$ cat src/rtl/envcfg_gate_pkg.sv
package envcfg_gate_pkg;
    localparam int DATA_W = 64;
    localparam int LEVELS = 3;
    localparam int LVL_M  = 0;
    localparam int LVL_H  = 1;
    localparam int LVL_S  = 2;

    localparam logic [1:0] PRIV_U = 2'd0;
    localparam logic [1:0] PRIV_M = 2'd3;

    localparam int BIT_MASTER = 63;
    localparam int BIT_GROUP  = 62;

    localparam logic [DATA_W-1:0] LOW_CFG_MASK = 64'h0000_0000_0000_00F1;
    localparam logic [DATA_W-1:0] HI_CFG_MASK  = 64'hC000_0000_0000_0000;

    typedef enum logic [1:0] {
        FLT_NONE    = 2'd0,
        FLT_ILLEGAL = 2'd1,
        FLT_VIRTUAL = 2'd2
    } fault_e;

    typedef enum logic [2:0] {
        SEL_NONE,
        SEL_SENV,
        SEL_HENV,
        SEL_HENVH,
        SEL_MST,
        SEL_HST,
        SEL_SST
    } csr_sel_e;
endpackage

$ cat src/rtl/envcfg_gate_check.sv
module envcfg_gate_check
    import envcfg_gate_pkg::*;
(
    input  logic [1:0] priv_i,
    input  logic       virt_i,
    input  logic       smode_i,
    input  logic       ext_en_i,
    input  logic [1:0] m_bits,
    input  logic [1:0] h_bits,
    input  logic [1:0] s_bits,
    output fault_e     verdict
);
    // bit [1] = master, bit [0] = envcfg group
    logic [1:0] h_eff;
    logic [1:0] s_eff;

    always_comb begin
        h_eff = m_bits[1] ? h_bits : 2'b00;
        s_eff = m_bits[1] ? s_bits : 2'b00;
        if (virt_i && !h_eff[1]) begin
            s_eff = 2'b00;
        end
        verdict = FLT_NONE;
        if (priv_i == PRIV_M || !ext_en_i) begin
            verdict = FLT_NONE;
        end else if (!m_bits[0]) begin
            verdict = FLT_ILLEGAL;
        end else if (virt_i && !h_eff[0]) begin
            verdict = FLT_VIRTUAL;
        end else if (priv_i == PRIV_U && smode_i && !s_eff[0]) begin
            verdict = FLT_ILLEGAL;
        end
    end
endmodule

$ cat src/rtl/envcfg_gate_stateen.sv
module envcfg_gate_stateen
    import envcfg_gate_pkg::*;
#(
    parameter int NLVL = LEVELS
) (
    input  logic                         clk,
    input  logic                         rst_n,
    input  logic [NLVL-1:0]              wr_en,
    input  logic [1:0]                   wr_bits,
    output logic [NLVL-1:0][DATA_W-1:0]  st_q
);
    localparam int PAD_W = DATA_W - 2;

    for (genvar g = 0; g < NLVL; g++) begin : g_lvl
        logic [1:0] bits_q;
        always_ff @(posedge clk) begin
            if (!rst_n) begin
                bits_q <= 2'b00;
            end else if (wr_en[g]) begin
                bits_q <= wr_bits;
            end
        end
        assign st_q[g] = {bits_q, {PAD_W{1'b0}}};
    end
endmodule

$ cat src/rtl/envcfg_gate_cfgregs.sv
module envcfg_gate_cfgregs
    import envcfg_gate_pkg::*;
#(
    parameter bit WIDE_HENV = 1'b1
) (
    input  logic              clk,
    input  logic              rst_n,
    input  logic              senv_we,
    input  logic              henv_we,
    input  logic              henvh_we,
    input  logic [DATA_W-1:0] wdata,
    output logic [DATA_W-1:0] senv_q,
    output logic [DATA_W-1:0] henv_q
);
    localparam int HALF_W = DATA_W / 2;
    localparam logic [DATA_W-1:0] HENV_MASK =
        WIDE_HENV ? (LOW_CFG_MASK | HI_CFG_MASK) : LOW_CFG_MASK;

    logic [DATA_W-1:0] hi_wdata;
    assign hi_wdata = {wdata[HALF_W-1:0], {HALF_W{1'b0}}};

    always_ff @(posedge clk) begin
        if (!rst_n) begin
            senv_q <= '0;
            henv_q <= '0;
        end else begin
            if (senv_we) begin
                senv_q <= (senv_q & ~LOW_CFG_MASK) | (wdata & LOW_CFG_MASK);
            end
            if (henv_we) begin
                henv_q <= (henv_q & ~HENV_MASK) | (wdata & HENV_MASK);
            end else if (henvh_we) begin
                henv_q <= (henv_q & ~HI_CFG_MASK) | (hi_wdata & HI_CFG_MASK);
            end
        end
    end
endmodule

$ cat src/rtl/envcfg_gate.sv
module envcfg_gate
    import envcfg_gate_pkg::*;
#(
    parameter int          ADDR_W     = 12,
    parameter bit          WIDE_HENV  = 1'b1,
    parameter logic [11:0] A_SENV     = 12'h10A,
    parameter logic [11:0] A_HENV     = 12'h60A,
    parameter logic [11:0] A_HENVH    = 12'h61A,
    parameter logic [11:0] A_MST      = 12'h30C,
    parameter logic [11:0] A_HST      = 12'h60C,
    parameter logic [11:0] A_SST      = 12'h10C
) (
    input  logic              clk,
    input  logic              rst_n,
    input  logic [1:0]        priv_i,
    input  logic              virt_i,
    input  logic              smode_i,
    input  logic              ext_en_i,
    input  logic              req_i,
    input  logic              we_i,
    input  logic [ADDR_W-1:0] addr_i,
    input  logic [63:0]       wdata_i,
    output logic [63:0]       rdata_o,
    output logic [1:0]        fault_o
);
    localparam int HALF_W = DATA_W / 2;

    csr_sel_e                      sel;
    fault_e                        verdict;
    fault_e                        fault;
    logic                          is_cfg;
    logic                          ok;
    logic [LEVELS-1:0]             st_we;
    logic [LEVELS-1:0][DATA_W-1:0] st_q;
    logic [DATA_W-1:0]             senv_q;
    logic [DATA_W-1:0]             henv_q;

    always_comb begin
        unique case (addr_i)
            ADDR_W'(A_SENV):  sel = SEL_SENV;
            ADDR_W'(A_HENV):  sel = SEL_HENV;
            ADDR_W'(A_HENVH): sel = SEL_HENVH;
            ADDR_W'(A_MST):   sel = SEL_MST;
            ADDR_W'(A_HST):   sel = SEL_HST;
            ADDR_W'(A_SST):   sel = SEL_SST;
            default:          sel = SEL_NONE;
        endcase
    end

    assign is_cfg = (sel == SEL_SENV) || (sel == SEL_HENV) || (sel == SEL_HENVH);

    envcfg_gate_check u_check (
        .priv_i   (priv_i),
        .virt_i   (virt_i),
        .smode_i  (smode_i),
        .ext_en_i (ext_en_i),
        .m_bits   (st_q[LVL_M][BIT_MASTER:BIT_GROUP]),
        .h_bits   (st_q[LVL_H][BIT_MASTER:BIT_GROUP]),
        .s_bits   (st_q[LVL_S][BIT_MASTER:BIT_GROUP]),
        .verdict  (verdict)
    );

    assign fault   = (req_i && is_cfg) ? verdict : FLT_NONE;
    assign fault_o = fault;
    assign ok      = req_i && (fault == FLT_NONE);

    assign st_we[LVL_M] = ok && we_i && (sel == SEL_MST);
    assign st_we[LVL_H] = ok && we_i && (sel == SEL_HST);
    assign st_we[LVL_S] = ok && we_i && (sel == SEL_SST);

    envcfg_gate_stateen #(.NLVL(LEVELS)) u_stateen (
        .clk     (clk),
        .rst_n   (rst_n),
        .wr_en   (st_we),
        .wr_bits (wdata_i[BIT_MASTER:BIT_GROUP]),
        .st_q    (st_q)
    );

    envcfg_gate_cfgregs #(.WIDE_HENV(WIDE_HENV)) u_cfg (
        .clk      (clk),
        .rst_n    (rst_n),
        .senv_we  (ok && we_i && (sel == SEL_SENV)),
        .henv_we  (ok && we_i && (sel == SEL_HENV)),
        .henvh_we (ok && we_i && (sel == SEL_HENVH)),
        .wdata    (wdata_i),
        .senv_q   (senv_q),
        .henv_q   (henv_q)
    );

    always_comb begin
        rdata_o = '0;
        if (ok) begin
            unique case (sel)
                SEL_SENV:  rdata_o = senv_q;
                SEL_HENV:  rdata_o = henv_q;
                SEL_HENVH: rdata_o = {{HALF_W{1'b0}}, henv_q[DATA_W-1:HALF_W]};
                SEL_MST:   rdata_o = st_q[LVL_M];
                SEL_HST:   rdata_o = st_q[LVL_H];
                SEL_SST:   rdata_o = st_q[LVL_S];
                default:   rdata_o = '0;
            endcase
        end
    end
endmodule

$ cat config.mk
export PLATFORM = sky130hd
export DESIGN_NAME = envcfg_gate
export DESIGN_NICKNAME = d
export VERILOG_FILES = /design/src/rtl/envcfg_gate_pkg.sv /design/src/rtl/envcfg_gate_check.sv /design/src/rtl/envcfg_gate_stateen.sv /design/src/rtl/envcfg_gate_cfgregs.sv /design/src/rtl/envcfg_gate.sv
export SDC_FILE = /design/constraint.sdc
export NUM_CORES = 1
export LEC_CHECK = 0
export BUFFER_PORTS_ARGS = -buffer_cell sky130_fd_sc_hd__buf_2
export CAP_MARGIN = 40
export CORE_MARGIN = 8
export CORE_UTILIZATION = 30
export DETAILED_ROUTE_END_ITERATION = 6
export HOLD_SLACK_MARGIN = 0.03
export PLACE_DENSITY_LB_ADDON = 0.15
export SLEW_MARGIN = 30
export SYNTH_ARGS = -nofsm -noshare
export SYNTH_HDL_FRONTEND = slang
export SYNTH_SLANG_ARGS = --single-unit
$ cat constraint.sdc
create_clock -name clk -period 3.1 [get_ports clk]
set_input_delay 0.62 -clock clk [delete_from_list [all_inputs] [get_ports clk]]
set_output_delay 0.62 -clock clk [all_outputs]
set_load 0.02 [all_outputs]
==> impl_results.md <==
- Synth warn: 0
- Top fanout value on the critical path: 7
- WL/cell: 13.5 um
- Placed inst area: 1810 um2
- # DRC: 0
- Vias in the first global route: 1384
- Fmax: 329 MHz
- Antenna-violating nets left: 0
- Core footprint: 5440 um2
- Largest cells by area after synthesis: buf_4 25%, dfxtp_1 22%, mux2i_1 11%
- First-pass GRT wire length: 6.83 mm
- Final Total Pwr: 552 uW
- Die H: 90.4 um
- Post-Route WL: 4.22 mm
- Layout area overhead: 13.6%
- Total track usage: 9.96%
- WS Path Type: primary input to output port
- Die Span X: 90.4 um
- Final Hold Viols: 0
- Fin nets: 327
- Detailed-router iteration count before antenna repair: 4
- Slew Limit Fails: 0
- Commonest non-fill, non-tap cell in the layout: conb_1
- Clk sinks: 18
- CP arrival: 2.42 ns
- I/O Pins: 151
- Antenna violations before repair: 0
- Critical Path Sink Type: output port
- Detailed router's first-iteration violation count: 42
- Synth area leader: buf_4
- Most frequent cells in the layout: 55 x conb_1, 40 x buf_2, 21 x nand2_1
- PortBufs: 40
- Via count: 1308
- Cell area after layout: 1890 um2
- VDD IR max: 0.160 mV
- Post-synthesis sequential area ratio: 21.7%
- Initial Util: 30.5%
- Clock Path Buffers: 2
- Num CTS Buffers: 3
- Worst-Skew Late Latency: 0.26 ns
- Number of synthesized register bits: 18
- Cells after Synth: 189
- Critical Path Most Common Cell: buf_2
- Synth Flop Type: dfxtp_1
- Worst slack, placed: 0.0644 ns
- Final RePlAce weighted congestion: 0.773
- CP Launch Type: primary input
- CTS tree: yes
- Via density: 4.18
- Worst Tran Pin Value: 0.514 ns
- Clock transition at path regs: 0.07 ns
- Total gr overflow: 0
- Power Density: 293 nW/um2
- Setup repair after global routing missed its margin: yes
- Leakage: 0.934 nW
- Post-DP HPWL: 3.43 mm
- Die area: 8180 um2
- Post-CTS Hold Buffers: 0
- H-tree depth: 1
- Worst slew margin: 65.7%
- Layout cells sized above 1: 29.9%
- Synthesized area: 1660 um2
- N_diodes: 0
- Tmin final: 3.04 ns
- Max Clock Skew: 0.000759 ns
- # fillers: 611
- Slowest CP cell: or4_4
- Max_cap viols: 0
- Crit-path cells: buf_2 > or4_4 > o41ai_4 > o211ai_2 > a32oi_2 > buf_6 > nor3b_1 > buf_2
- Async S/R FF share, synth: 0%
- Root Buffer: clkbuf_8
- Worst path max stage delay: 0.55 ns
- Period Utilization, post-route: 98.0%
- Rows: 27
- Synth top area share: 24.8%
- Area of the multi-input gates: 1070 um2
- Final Setup Violations: 0
- Mean Syn Cell Area: 8.79 um2
- Worst min path class: flop to flop
- CP Data Required Time: 2.48 ns
- Setup ws final: 0.0615 ns
- Pin count of the biggest net entering global routing: 24
- Post-synth EDFFs: 0
- Register area: 360 um2
- Unique masters post-synth: 42
- Status: complete, no violations
[metal layers]
layer	routed length, um	up-vias	track usage, %
met2	1880	59	15.7
met1	1950	583	11.9
li1	-	661	-
met5	0	-	0
met4	53	0	3.74
met3	333	5	3.82
[worst max-delay path: cells and delay by family]
| family | cells | cell delay [ns] |
|---|---|---|
| AOI/OAI and AO/OA | 3 | 0.76 |
| buffers and inverters | 3 | 0.42 |
| and+or+nand+nor | 2 | 0.62 |
[metrics by stage]
stage                     utilization (%)  hold WS [ns]  instances  setup TNS [ns]
final                                34.7         0.459        313               0
after global routing                 34.7         0.488        313        -0.00686
after CTS                            34.3         0.464        312               0
after detailed placement             33.3         0.453        308               0
after global placement               33.3         0.446        308               0
after floorplan                         -         0.438        243               0
[report_power, final]
part	leakage [nW]	total (mW)	internal [mW]	switching, mW
Combinational	0.760	0.123	0.0289	0.0937
Sequential	0.145	0.231	0.231	0.0000119
Clock	0.0288	0.198	0.113	0.0851
[cell families (layout without fill, tap and decap cells)]
family	after synthesis	after routing	share of synthesized area (%)
simple gates	66	66	26.0
flops	18	18	21.7
compound gates	25	25	14.6
mux	18	18	10.8
other cells	1	55	0.226
buf+inv	61	59	26.7
[layout make-up]
type / count / share of cell area (%)
Sequential cell: 18 / 19.1
Multi-Input combinational cell: 164 / 56.8
Clock buffer: 4 / 2.92
Timing Repair Buffer: 53 / 16.0
Tap cell: 72 / 4.77
Inverter: 2 / 0.398
[worst paths after layout]
| kind | to | from | cells after the start | slack, ns |
|---|---|---|---|---|
| setup / recovery | rdata_o[0] | addr_i[6] | 8 | 0.06 |
| hold / removal | u_cfg.senv_q[4]$_SDFFE_PN0P_ | u_cfg.senv_q[4]$_SDFFE_PN0P_ | 2 | 0.46 |
| setup reg to reg | u_cfg.henv_q[4]$_SDFFE_PN0P_ | u_stateen.g_lvl[1].bits_q[1]$_SDFFE_PN0P_ | 6 | 1.47 |
| hold reg to reg | u_cfg.senv_q[4]$_SDFFE_PN0P_ | u_cfg.senv_q[4]$_SDFFE_PN0P_ | 2 | 0.46 |
[flip-flops by register name, summed over array words and instances (netlist names)]
name / cells
u_stateen.g_lvl.bits_q: 6
u_cfg.senv_q: 5
u_cfg.henv_q: 7
[cells in the mapped netlist (all sizes together), types with 2 or more instances]
library cell   n
o41ai          2
nand3          6
a222oi         2
a22o           2
nand2b         3
inv            2
nor2           2
mux2i         18
nor2b          7
nor3b          8
a211oi         2
and3b          2
nand4bb        2
nor3           3
buf           56
or3            2
a21oi          4
o21ai          2
a22oi          5
clkbuf         3
nand2         21
and2           4
dfxtp         18
[timing repair]
action,4_1_cts,5_1_grt
gates resized for setup,0,3
buffers inserted,0,1
endpoints found under the setup margin,0,2
Power figures use the tool's default switching activity.
